`src/rtl/rxbPkg.sv`:
```
package rxbPkg;

  // Strobes from the control to the output datapath; at most one of the
  // three update strobes is high in any cycle.
  typedef struct packed {
    logic loadBus;   // copy synchronised bus level to the output
    logic forceLow;  // drive the wake-up interrupt level
    logic parkIdle;  // sleep without wake: rest the output at recessive
    logic driveEn;   // output-enable for the next cycle
  } rxbStrobe_t;

endpackage

```
`src/rtl/rxbSync.sv`:
```
module rxbSync #(
  parameter int  STAGES    = 2,
  parameter logic RESET_VAL = 1'b1
) (
  input  logic clk,
  input  logic rstN,
  input  logic dIn,
  output logic qOut
);

  logic [STAGES-1:0] chain;

  generate
    if (STAGES == 1) begin : g_single
      always_ff @(posedge clk or negedge rstN) begin
        if (!rstN) chain <= RESET_VAL;
        else       chain <= dIn;
      end
    end else begin : g_multi
      always_ff @(posedge clk or negedge rstN) begin
        if (!rstN) chain <= {STAGES{RESET_VAL}};
        else       chain <= {chain[STAGES-2:0], dIn};
      end
    end
  endgenerate

  assign qOut = chain[STAGES-1];

endmodule

```
`src/rtl/rxbCtrl.sv`:
```
module rxbCtrl
  import rxbPkg::*;
#(
  parameter int BLANK_CYCLES = 100
) (
  input  logic       clk,
  input  logic       rstN,
  input  logic       txdIn,
  input  logic       sleepIn,
  input  logic       wakeIrqIn,
  output rxbStrobe_t strobes
);

  localparam int CNT_W = $clog2(BLANK_CYCLES + 1);
  localparam logic [CNT_W-1:0] CNT_LOAD = CNT_W'(BLANK_CYCLES - 1);

  logic             txdPrev;
  logic [CNT_W-1:0] blankCnt;
  logic             wakePend;
  logic             txdRise;
  logic             blanking;
  logic             wakeNow;

  assign txdRise  = txdIn & ~txdPrev;
  assign blanking = txdRise | (blankCnt != '0);
  assign wakeNow  = sleepIn & (wakeIrqIn | wakePend);

  always_ff @(posedge clk or negedge rstN) begin
    if (!rstN) begin
      txdPrev  <= 1'b1;
      blankCnt <= '0;
      wakePend <= 1'b0;
    end else begin
      txdPrev <= txdIn;
      if (txdRise)
        blankCnt <= CNT_LOAD;
      else if (blankCnt != '0)
        blankCnt <= blankCnt - 1'b1;
      wakePend <= sleepIn & (wakePend | wakeIrqIn);
    end
  end

  always_comb begin
    strobes.forceLow = wakeNow;
    strobes.parkIdle = sleepIn & ~wakeNow;
    strobes.loadBus  = ~sleepIn & ~blanking;
    strobes.driveEn  = ~sleepIn | wakeNow;
  end

  // quiet sleep never asks for the pin to be driven
  p_sleep_quiet_r5: assert property (@(posedge clk) disable iff (!rstN)
    (sleepIn && !wakeIrqIn && !wakePend) |-> !strobes.driveEn);

  // a pending wake-up keeps forcing the low level while asleep
  p_wake_sticky_r6: assert property (@(posedge clk) disable iff (!rstN)
    (sleepIn && wakeIrqIn) ##1 sleepIn |-> strobes.forceLow);

  // the counter never exceeds its load value
  p_cnt_range_r2: assert property (@(posedge clk) disable iff (!rstN)
    blankCnt <= CNT_LOAD);

  p_strobe_excl_r2: assert property (@(posedge clk) disable iff (!rstN)
    $onehot0({strobes.loadBus, strobes.forceLow, strobes.parkIdle}));

endmodule

```
`src/rtl/rxbDatapath.sv`:
```
module rxbDatapath
  import rxbPkg::*;
(
  input  logic       clk,
  input  logic       rstN,
  input  logic       busSync,
  input  rxbStrobe_t strobes,
  output logic       rxdOut,
  output logic       rxdOe
);

  logic rxdQ;
  logic oeQ;

  always_ff @(posedge clk or negedge rstN) begin
    if (!rstN) begin
      rxdQ <= 1'b1;
      oeQ  <= 1'b0;
    end else begin
      oeQ <= strobes.driveEn;
      if (strobes.forceLow)
        rxdQ <= 1'b0;
      else if (strobes.parkIdle)
        rxdQ <= 1'b1;
      else if (strobes.loadBus)
        rxdQ <= busSync;
    end
  end

  assign rxdOut = rxdQ;
  assign rxdOe  = oeQ;

  // with no update strobe the output holds its value
  p_hold_r2: assert property (@(posedge clk) disable iff (!rstN)
    !(strobes.loadBus || strobes.forceLow || strobes.parkIdle) |=> $stable(rxdOut));

  // wake interrupt is a driven low
  p_wake_low_r6: assert property (@(posedge clk) disable iff (!rstN)
    strobes.forceLow |=> (rxdOe && !rxdOut));

  // parked output is undriven and recessive
  p_park_idle_r5: assert property (@(posedge clk) disable iff (!rstN)
    strobes.parkIdle |=> (!rxdOe && rxdOut));

endmodule

```
`src/rtl/rxBlankFilter.sv`:
```
module rxBlankFilter
  import rxbPkg::*;
#(
  parameter int BLANK_CYCLES = 100,
  parameter int SYNC_STAGES  = 2
) (
  input  logic clk,
  input  logic rstN,
  input  logic busLevelIn,
  input  logic txdIn,
  input  logic sleepIn,
  input  logic wakeIrqIn,
  output logic rxdOut,
  output logic rxdOe
);

  rxbStrobe_t strobes;
  logic       busSync;

  rxbSync #(.STAGES(SYNC_STAGES), .RESET_VAL(1'b1)) i_sync (
    .clk  (clk),
    .rstN (rstN),
    .dIn  (busLevelIn),
    .qOut (busSync)
  );

  rxbCtrl #(.BLANK_CYCLES(BLANK_CYCLES)) i_ctrl (
    .clk       (clk),
    .rstN      (rstN),
    .txdIn     (txdIn),
    .sleepIn   (sleepIn),
    .wakeIrqIn (wakeIrqIn),
    .strobes   (strobes)
  );

  rxbDatapath i_dp (
    .clk     (clk),
    .rstN    (rstN),
    .busSync (busSync),
    .strobes (strobes),
    .rxdOut  (rxdOut),
    .rxdOe   (rxdOe)
  );

  // the edge that sees a transmit release does not move the output
  p_blank_on_rise_r2: assert property (@(posedge clk) disable iff (!rstN)
    ($rose(txdIn) && $past(rstN) && !sleepIn) |=> $stable(rxdOut));

  // any active mode drives the pin
  p_active_drive_r7: assert property (@(posedge clk) disable iff (!rstN)
    !sleepIn |=> rxdOe);

endmodule

```
`config.mk`:
```
export PLATFORM = sky130hd
export DESIGN_NAME = rxBlankFilter
export DESIGN_NICKNAME = d
export VERILOG_FILES = /design/src/rtl/rxbPkg.sv /design/src/rtl/rxbSync.sv /design/src/rtl/rxbCtrl.sv /design/src/rtl/rxbDatapath.sv /design/src/rtl/rxBlankFilter.sv
export SDC_FILE = /design/constraint.sdc
export NUM_CORES = 1
export LEC_CHECK = 0
export ABC_AREA = 1
export BUFFER_PORTS_ARGS = -buffer_cell sky130_fd_sc_hd__buf_4
export CAP_MARGIN = 5
export CORE_UTILIZATION = 45
export DETAILED_ROUTE_END_ITERATION = 8
export GPL_TIMING_DRIVEN = 0
export SETUP_SLACK_MARGIN = 0.15
export SYNTH_ARGS = -nofsm -noshare
export SYNTH_HDL_FRONTEND = slang
export SYNTH_HIERARCHICAL = 1
export SYNTH_SLANG_ARGS = --single-unit
```
`constraint.sdc`:
```
create_clock -name clk -period 1.7 [get_ports clk]
set_clock_uncertainty 0.1 [all_clocks]
set_input_delay 0.34 -clock clk [delete_from_list [all_inputs] [get_ports clk]]
set_output_delay 0.34 -clock clk [all_outputs]
set_load 0.01 [all_outputs]
```
==> results.yml, run 1 <==
die:
  rows: 13
  ios: 8
  die_h_um: 40.0
  start_util_pct: 49.4
  core_sq_um: 1320
  design.die.area_sq_um: 1600
  die_w_um: 40.0
synth:
  synth_seq_cells: 13
  avgSynthCellArea_sq_um: 8.56
  synth_area_leader_cell: "dfrtp_1"
  syn-cell-area_sq_um: 651
  synthCells: 76
  synth_edf_count: 0
  synth-async-reset-ratio_pct: 100
  yosysUniqueCellTypes: 20
  ys_seq_area_share_pct: 50.8
  synthesis.nets: 83
  ys.flop_type: "dfrtp_1"
  synth.most_common_cell: "nand2_1"
  ys.warnings.count: 6
  synthTopCellsByArea: "dfrtp_1 35%, dfstp_2 16%, nand2_1 8.1%, inv_1 7.5%, nor2_1 5.8%"
  synth_top_area_share_pct: 34.6
  ys_top_cells_by_count: "14 x nand2_1, 13 x inv_1, 10 x nor2_1, 9 x dfrtp_1, 6 x nand3_1"
worst_setup_path:
  slowest_delay_ns: 0.40
  r2r_setup_slack_ns: 0.24
  crit_required_ns: 1.80
  start_kind: "flip-flop"
  worstReg2RegStart: "i_ctrl/blankCnt[0]$_DFFE_PN0P_"
  crit_cells: 10
  slowest_stage: "dfrtp_1"
  crit_family: "simple AND/OR/NAND/NOR gates"
  cp.arrival_ns: 1.57
  path_class: "flip-flop to flip-flop"
  critPathCaptureType: "flip-flop"
  critical_path_buf_inv_count: 2
  endpoint: "i_dp/rxdOut$_DFFE_PN1P_"
  crit-reg2reg-capture: "i_dp/rxdOut$_DFFE_PN1P_"
  reg2reg_depth: 10
  critPathMaxFanout: 5
  crit_path_cell_trace: "inv_2 -> ha_4 -> inv_2 -> nor2_4 -> nand3_4 -> nor3_4 -> nand2_1 -> nand2_1 -> nor2_1 -> nor2_1"
  startpoint: "i_ctrl/blankCnt[0]$_DFFE_PN0P_"
timing:
  slew_viol_final: 0
  hold_viol_final: 0
  min_period_ns: 1.46
  maxSlewHeadroom_pct: 83.8
  postLayoutSetupSlackWorst_ns: 0.237
  period_share_pct: 86.1
  setup_viol: 0
  max_freq_mhz: 683
  setup_tns_ns: 0
  rsz0062_at_grt: "false"
  worst_slew_pin_slew_ns: 0.243
placed_design:
  hpwl_um: 758
  gp_congestion: 0.774
  dpl_worst_slack_ns: 0.00840
  placement.io_buffers: 7
power_and_ir_drop:
  leakage_nw: 0.418
  ir_drop_uv: 575
  finalPower_mw: 1.03
  power_density_nw_per_um2: 1200
finish:
  utilization_pct: 65.1
  multi_input_area_sq_um: 288
  antennaDiodeCount: 0
  num-fill-cells: 109
  drive_gt1_share_pct: 40.2
  seq_area_sq_um: 330
  layout-area-overhead-vs-synth_pct: 31.7
  fin_nets: 105
clock_network:
  clk-insertion-delay-late_ns: 0.28
  numCtsBuffers: 3
  htreeDepth: 1
  cts_tree: "yes"
  cts_buffer_depth: 2
  cts.sinks: 13
  clk_pin_slew_ns: 0.07
  root_buffer: "clkbuf_4"
route:
  drtIter0Drc: 14
  vias: 530
  drt_wl_total_um: 1260
  detail_route.vias_per_cell: 4.73
  routedWlPerCell_um: 11.3
  drcViolationCount: 0
  antenna_left: 0
  firstDrtPassIters: 4
status:
  outcome: "finished, final reports clean"
grt:
  grt_pass1_vias: 418
  grt_overflow: 0
  grt_start_max_net_pins: 14
  grt_antenna_before_repair: 0
  grt_pass1_wl_um: 1730
  grtUsageTotal_pct: 17.1
flow_run:
  drv_cap: 0
hold_path:
  hp-class: "input pin to flip-flop"
==> registers in the layout (all words and copies together), names as in the netlist <==
signal,count
i_ctrl/blankCnt,7
i_sync/chain,2
i_ctrl/txdPrev,1
i_ctrl/wakePend,1
i_dp/rxdOe,1
i_dp/rxdOut,1
==> kinds of logic after synthesis <==
group,count (synthesis),synth area share (%)
and+or+nand+nor,44,36.0
buffers and inverters,16,9.81
DFF,13,50.8
AOI/OAI and AO/OA,2,1.54
adders and majority gates,1,1.92
==> repair_timing <==
action	CTS	global route
setup endpoints to repair	1	1
pin swaps	2	4
cloned	0	0
resized for setup	5	2
hold buffers	1	0
endpoints found under the hold margin	9	0
setup buffers	5	4
==> worst min-delay path by stage <==
stage,from,to,slack [ns],cells past startpoint
floorplan,rstN,i_ctrl/blankCnt[0]$_DFFE_PN0P_,-0.06,0
global placement,rstN,i_ctrl/blankCnt[4]$_DFFE_PN0P_,0.09,1
detailed placement,rstN,i_ctrl/blankCnt[4]$_DFFE_PN0P_,0.09,1
CTS,busLevelIn,i_sync/chain[0]$_DFF_PN1_,0.06,1
global route,busLevelIn,i_sync/chain[0]$_DFF_PN1_,0.06,1
finish,busLevelIn,i_sync/chain[0]$_DFF_PN1_,0.07,1
==> cell type report <==
type | count | share of cell area [%]
plain buffers | 1 | 0.876
clock buffers | 4 | 3.07
inverters | 15 | 6.57
multi-input cells | 47 | 33.6
flip-flops and latches | 13 | 38.5
well taps | 15 | 2.19
repair buffers | 17 | 15.2
==> stage by stage <==
stage,cells,hold WS (ns),instance area [sq um]
final,112,0.0729,857
after detailed placement,98,0.0938,722
after CTS,108,0.0628,822
after floorplan,76,-0.0556,651
after global placement,98,0.0929,722
after global routing,112,0.0597,857
==> power by group <==
group	total, mW	internal, mW	switching, mW
clock	0.189	0.0910	0.0977
sequential	0.455	0.380	0.0749
combinational	0.384	0.179	0.205
==> layout by cell type (no fill, tap or decap), types with 2 or more instances in the layout <==
| master | n |
|---|---|
| buf_4 | 17 |
| nor2_4 | 3 |
| dfrtp_1 | 9 |
| nand4_1 | 2 |
| clkbuf_4 | 3 |
| dfstp_2 | 4 |
| inv_1 | 11 |
| nand3_1 | 6 |
| nor2_1 | 10 |
| inv_2 | 4 |
| nand2_1 | 14 |
==> metal layers <==
layer | up-vias | GRT usage, % | wire length (um)
li1 | 277 | - | -
met1 | 238 | 20.8 | 575
met5 | - | 0 | 0
met4 | 0 | 2.59 | 0
met3 | 0 | 8.33 | 76
met2 | 15 | 27.4 | 608
(Power assumes the default switching activity.)
==> run 2, diff against run 1 <==
--- a/config.mk
+++ b/config.mk
@@ -8,9 +8,10 @@
 export ABC_AREA = 1
 export BUFFER_PORTS_ARGS = -buffer_cell sky130_fd_sc_hd__buf_4
 export CAP_MARGIN = 5
-export CORE_UTILIZATION = 45
+export CORE_AREA = 2 2 39 41
 export DETAILED_ROUTE_END_ITERATION = 8
-export GPL_TIMING_DRIVEN = 0
+export DIE_AREA = 0 0 41 43
+export PLACE_DENSITY = 0.69
 export SETUP_SLACK_MARGIN = 0.15
 export SYNTH_ARGS = -nofsm -noshare
 export SYNTH_HDL_FRONTEND = slang
==> results.yml, run 2 (synthesis results as in run 1) <==
placed_design:
  placement.io_buffers: 7
  gp_congestion: 0.720
  hpwl_um: 812
worst_setup_path:
  start_kind: "flip-flop"
  r2r_setup_slack_ns: 0.18
  critPathMaxFanout: 3
  reg2reg_depth: 10
  cp.arrival_ns: 1.63
  crit_required_ns: 1.81
  path_class: "flip-flop to flip-flop"
  crit-reg2reg-capture: "i_dp/rxdOut$_DFFE_PN1P_"
  critPathCaptureType: "flip-flop"
  worstReg2RegStart: "i_ctrl/blankCnt[1]$_DFFE_PN0P_"
  startpoint: "i_ctrl/blankCnt[1]$_DFFE_PN0P_"
finish:
  top_regs: "i_ctrl/blankCnt x7, i_sync/chain x2"
  num-fill-cells: 138
  layout-area-overhead-vs-synth_pct: 24.0
  mostFrequentLayoutCells: "14 x nand2_1, 13 x buf_4, 12 x inv_1, 10 x nor2_1, 9 x dfrtp_1"
  largest_reg_flops: 7
  utilization_pct: 58.3
  fin_nets: 101
  antennaDiodeCount: 0
  layout_commonest_cell: "nand2_1"
  regMostFlops: "i_ctrl/blankCnt"
  drive_gt1_share_pct: 37.6
grt:
  grtUsageTotal_pct: 15.8
  grt_pass1_vias: 465
  grt_pass1_wl_um: 1840
  grt_start_max_net_pins: 14
  grt_overflow: 0
  grt_antenna_before_repair: 0
flow_run:
  drv_cap: 0
hold_path:
  hp-class: "input pin to flip-flop"
  min_to: "i_sync/chain[0]$_DFF_PN1_"
  holdCritStartpoint: "busLevelIn"
  hold_depth: 1
clock_network:
  cts_buffer_depth: 2
  clk_pin_slew_ns: 0.08
  clk-insertion-delay-late_ns: 0.28
  root_buffer: "clkbuf_4"
  numCtsBuffers: 3
  cts_tree: "yes"
  cts.sinks: 13
  htreeDepth: 1
die:
  start_util_pct: 47.0
  ios: 8
  core_sq_um: 1380
  die_w_um: 41
  design.die.area_sq_um: 1760
  rows: 14
  die_h_um: 43
power_and_ir_drop:
  leakage_nw: 0.396
  power_density_nw_per_um2: 1200
  ir_drop_uv: 629
  finalPower_uw: 966
timing:
  max_freq_mhz: 659
  setup_viol: 0
  maxSlewHeadroom_pct: 83.8
  slew_viol_final: 0
  min_period_ns: 1.52
  worst_slew_pin_slew_ns: 0.241
  hold_viol_final: 0
  rsz0062_at_grt: "true"
  setup_tns_ns: 0
  period_share_pct: 89.2
route:
  antenna_left: 0
  drtIter0Drc: 8
  routedWlPerCell_um: 10.4
  detail_route.vias_per_cell: 4.86
  drcViolationCount: 0
  drt_wl_total_um: 1130
  vias: 530
  firstDrtPassIters: 4
status:
  outcome: "finished, final reports clean"
==> run 2: repair_timing <==
action / CTS / global route
endpoints found under the hold margin: 12 / 0
pin swaps: 0 / 0
buffers inserted: 0 / 3
setup endpoints to repair: 1 / 1
gates resized for setup: 1 / 2
hold buffers: 1 / 0
==> run 2: power by group <==
part	total [mW]	switching [mW]	internal (mW)
sequential	0.453	0.0735	0.380
combinational	0.322	0.177	0.145
clock	0.190	0.103	0.0872
total	0.966	0.353	0.612
==> run 2: layout make-up <==
type	instances	area, sq um	share of cell area [%]
Tap cell	16	20.0	2.48
Clock inverter	1	5.00	0.620
Timing Repair Buffer	14	108	13.3
Inverter	15	56.3	6.98
Sequential cell	13	330	40.9
Clock buffer	3	22.5	2.79
Multi-Input combinational cell	47	265	32.9
==> run 2: worst max path at each step <==
stage                              endpoint  slack [ns]  cells past startpoint
floorplan           i_dp/rxdOut$_DFFE_PN1P_        0.23                     10
global placement    i_dp/rxdOut$_DFFE_PN1P_        0.19                     10
detailed placement  i_dp/rxdOut$_DFFE_PN1P_        0.16                     10
CTS                 i_dp/rxdOut$_DFFE_PN1P_        0.18                     10
global route        i_dp/rxdOut$_DFFE_PN1P_        0.11                     10
finish              i_dp/rxdOut$_DFFE_PN1P_        0.18                     10
==> run 2: stage by stage <==
stage	hold WS (ns)	cells	worst slack (ns)	cell area [sq um]
5_1_grt	0.0400	109	0.105	807
2_1_floorplan	-0.0556	76	0.234	651
4_1_cts	0.0495	106	0.181	776
3_3_place_gp	0.0930	101	0.192	738
3_5_place_dp	0.0929	101	0.161	738
6_report	0.0615	109	0.184	807
==> run 2: metal layers <==
metal / global-route usage (%) / vias to the layer above / share of wire [%] / wire length, um
li1: - / 271 / - / -
met1: 18.8 / 246 / 44 / 493
met2: 23.4 / 11 / 52 / 589
met3: 4.71 / 2 / 3.5 / 40
met4: 10.0 / 0 / 0.53 / 6
met5: 0 / - / 0 / 0
==> run 2: worst max-delay path: stages (launching register included) <==
cell	delay, ns
dfrtp_1	0.42
inv_1	0.09
ha_2	0.19
inv_2	0.05
nor2_4	0.12
nand3_2	0.11
nor3_4	0.13
nand2_1	0.07
nand2_1	0.05
nor2_1	0.04
nor2_1	0.08
==> run 3, diff against run 2 <==
--- a/config.mk
+++ b/config.mk
@@ -9,11 +9,10 @@
 export BUFFER_PORTS_ARGS = -buffer_cell sky130_fd_sc_hd__buf_4
 export CAP_MARGIN = 5
 export CORE_AREA = 2 2 39 41
+export CTS_BUF_LIST = sky130_fd_sc_hd__clkbuf_8
 export DETAILED_ROUTE_END_ITERATION = 8
 export DIE_AREA = 0 0 41 43
-export PLACE_DENSITY = 0.69
 export SETUP_SLACK_MARGIN = 0.15
 export SYNTH_ARGS = -nofsm -noshare
 export SYNTH_HDL_FRONTEND = slang
-export SYNTH_HIERARCHICAL = 1
 export SYNTH_SLANG_ARGS = --single-unit
==> results.yml, run 3 <==
route:
  detail_route.vias_per_cell: 4.75
  drtIter0Drc: 3
  firstDrtPassIters: 4
  routedWlPerCell_um: 10.8
  antenna_left: 0
  vias: 456
  drcViolationCount: 0
  drt_wl_total_um: 1040
synth:
  synth-async-reset-ratio_pct: 100
  syn-cell-area_sq_um: 601
  avgSynthCellArea_sq_um: 8.83
  synthCells: 68
  synthesis.nets: 75
  ys_top_cells_by_count: "18 x nand2_1, 10 x inv_1, 9 x dfrtp_1"
  synth_top_area_share_pct: 37.5
  synthTopCellsByArea: "dfrtp_1 38%, dfstp_2 18%, nand2_1 11%, inv_1 6.3%, nand3_1 3.3%"
  ys.flop_type: "dfrtp_1"
  synth_area_leader_cell: "dfrtp_1"
  synth.most_common_cell: "nand2_1"
  synth_seq_cells: 13
  ys.warnings.count: 0
  ys_seq_area_share_pct: 55.0
  yosysUniqueCellTypes: 17
  synth_edf_count: 0
finish:
  fin_nets: 88
  largest_reg_flops: 7
  antennaDiodeCount: 0
  layout_commonest_cell: "nand2_1"
  drive_gt1_share_pct: 31.3
  top_regs: "i_ctrl.blankCnt x7, i_sync.chain x2"
  mostFrequentLayoutCells: "18 x nand2_1, 10 x inv_1, 9 x dfrtp_1, 7 x buf_4, 5 x inv_2"
  layout-area-overhead-vs-synth_pct: 21.2
  regMostFlops: "i_ctrl.blankCnt"
hold_path:
  min_to: "i_sync.chain[0]$_DFF_PN1_"
  holdCritStartpoint: "busLevelIn"
  hp-class: "input pin to flip-flop"
  hold_depth: 1
clock_network:
  post-cts-setup-buffers: 0
  cts_buffer_depth: 2
  clk_pin_slew_ns: 0.05
  clk-insertion-delay-late_ns: 0.24
  numCtsBuffers: 3
  root_buffer: "clkbuf_8"
  htreeDepth: 1
  cts_tree: "yes"
  cts.sinks: 13
power_and_ir_drop:
  swShare_pct: 33.8
  combPwrFrac_pct: 28.1
  finalPower_uw: 985
  clkPwrFrac_pct: 27.8
  p_sw_uw: 333
  p_seq_share_pct: 44.1
  ir_drop_uv: 771
  power_density_nw_per_um2: 1350
  internal_power_uw: 652
  leakage_nw: 0.372
die:
  die_h_um: 43
  rows: 14
  ios: 8
  start_util_pct: 43.4
  design.die.area_sq_um: 1760
  core_sq_um: 1380
  die_w_um: 41
flow_run:
  drv_cap: 0
worst_setup_path:
  r2r_setup_slack_ns: 0.30
  start_kind: "flip-flop"
  critPathCaptureType: "flip-flop"
  reg2reg_depth: 7
  crit_required_ns: 1.73
  cp.arrival_ns: 1.44
  worstReg2RegStart: "i_ctrl.blankCnt[0]$_DFFE_PN0P_"
  critPathMaxFanout: 6
  path_class: "flip-flop to flip-flop"
  crit-reg2reg-capture: "i_ctrl.blankCnt[0]$_DFFE_PN0P_"
placed_design:
  hpwl_um: 728
  dpl_worst_slack_ns: 0.272
  placement.io_buffers: 7
  gp_congestion: 0.881
grt:
  grt_overflow: 0
  grt_antenna_before_repair: 0
  grtUsageTotal_pct: 15.7
  grt_start_max_net_pins: 14
  grt_pass1_vias: 449
  grt_pass1_wl_um: 1790
status:
  outcome: "finished, final reports clean"
timing:
  setup_tns_ns: 0
  postLayoutSetupSlackWorst_ns: 0.297
  max_freq_mhz: 713
  worst_slew_pin_slew_ns: 0.169
  maxSlewHeadroom_pct: 88.7
  slew_viol_final: 0
  rsz0062_at_grt: "false"
  hold_viol_final: 0
  period_share_pct: 82.5
  setup_viol: 0
  min_period_ns: 1.40
[run 3: per-layer routing]
metal,up-vias,global-route usage [%],share of wire (%)
li1,238,-,-
met4,0,12.0,3.4
met1,199,20.5,47
met2,14,20.6,45
met3,5,4.71,4.7
met5,-,0,0
[run 3: timing repair]
item / 4_1_cts / 5_1_grt
hold buffers: 1 / 0
setup endpoints to repair: 0 / 1
resized for setup: 0 / 1
endpoints found under the hold margin: 9 / 0
[run 3: logic make-up after synthesis]
| kind of cell | Yosys count | synth area share (%) |
|---|---|---|
| and+or+nand+nor | 32 | 26.9 |
| xor gates and xnor gates | 1 | 1.46 |
| DFF | 13 | 55.0 |
| adders and majority gates | 1 | 2.08 |
| buffers and inverters | 14 | 8.75 |
| AOI/OAI and AO/OA | 7 | 5.83 |
[run 3: worst max-delay path, stage by stage (launching register included)]
cell     delay, ns
dfrtp_1       0.40
inv_2         0.10
ha_1          0.20
nand2_2       0.08
nor2_4        0.13
nand3_4       0.11
o21ai_0       0.09
nand2_1       0.07
[run 3: final cells by class]
cell class | count | area, sq um
fillers | 142 | 656
clock inverters | 1 | 3.75
inverters | 14 | 52.6
multi-input cells | 41 | 218
flip-flops and latches | 13 | 330
clock buffers | 3 | 41.3
repair buffers | 8 | 62.6
well taps | 16 | 20.0
[run 3: per-stage QoR]
step / utilization [%] / cells / area [sq um] / hold WS, ns
floorplan: - / 68 / 601 / -0.0556
global placement: 48.6 / 91 / 673 / 0.0924
detailed placement: 48.6 / 91 / 673 / 0.0929
CTS: 52.6 / 96 / 728 / 0.0933
global route: 52.6 / 96 / 728 / 0.0958
finish: 52.6 / 96 / 728 / 0.0972
[run 3: worst max path at each step]
stage	start	cells after the start	endpoint
finish	i_ctrl.blankCnt[0]$_DFFE_PN0P_	7	i_ctrl.blankCnt[0]$_DFFE_PN0P_
global route	i_ctrl.blankCnt[0]$_DFFE_PN0P_	7	i_ctrl.blankCnt[0]$_DFFE_PN0P_
CTS	i_ctrl.blankCnt[0]$_DFFE_PN0P_	7	i_ctrl.blankCnt[0]$_DFFE_PN0P_
detailed placement	i_ctrl.blankCnt[0]$_DFFE_PN0P_	7	i_ctrl.blankCnt[0]$_DFFE_PN0P_
global placement	i_ctrl.blankCnt[0]$_DFFE_PN0P_	7	i_ctrl.blankCnt[0]$_DFFE_PN0P_
floorplan	i_ctrl.blankCnt[0]$_DFFE_PN0P_	7	i_ctrl.blankCnt[0]$_DFFE_PN0P_
[run 3: power by group through the flow]
stage | combinational, mW | clock [mW] | sequential [mW]
6_report | 0.277 | 0.273 | 0.434
3_5_place_dp | 0.274 | 0 | 0.439
2_1_floorplan | 0.211 | 0 | 0.433
5_1_grt | 0.322 | 0.292 | 0.441
4_1_cts | 0.280 | 0.282 | 0.434
3_3_place_gp | 0.273 | 0 | 0.438
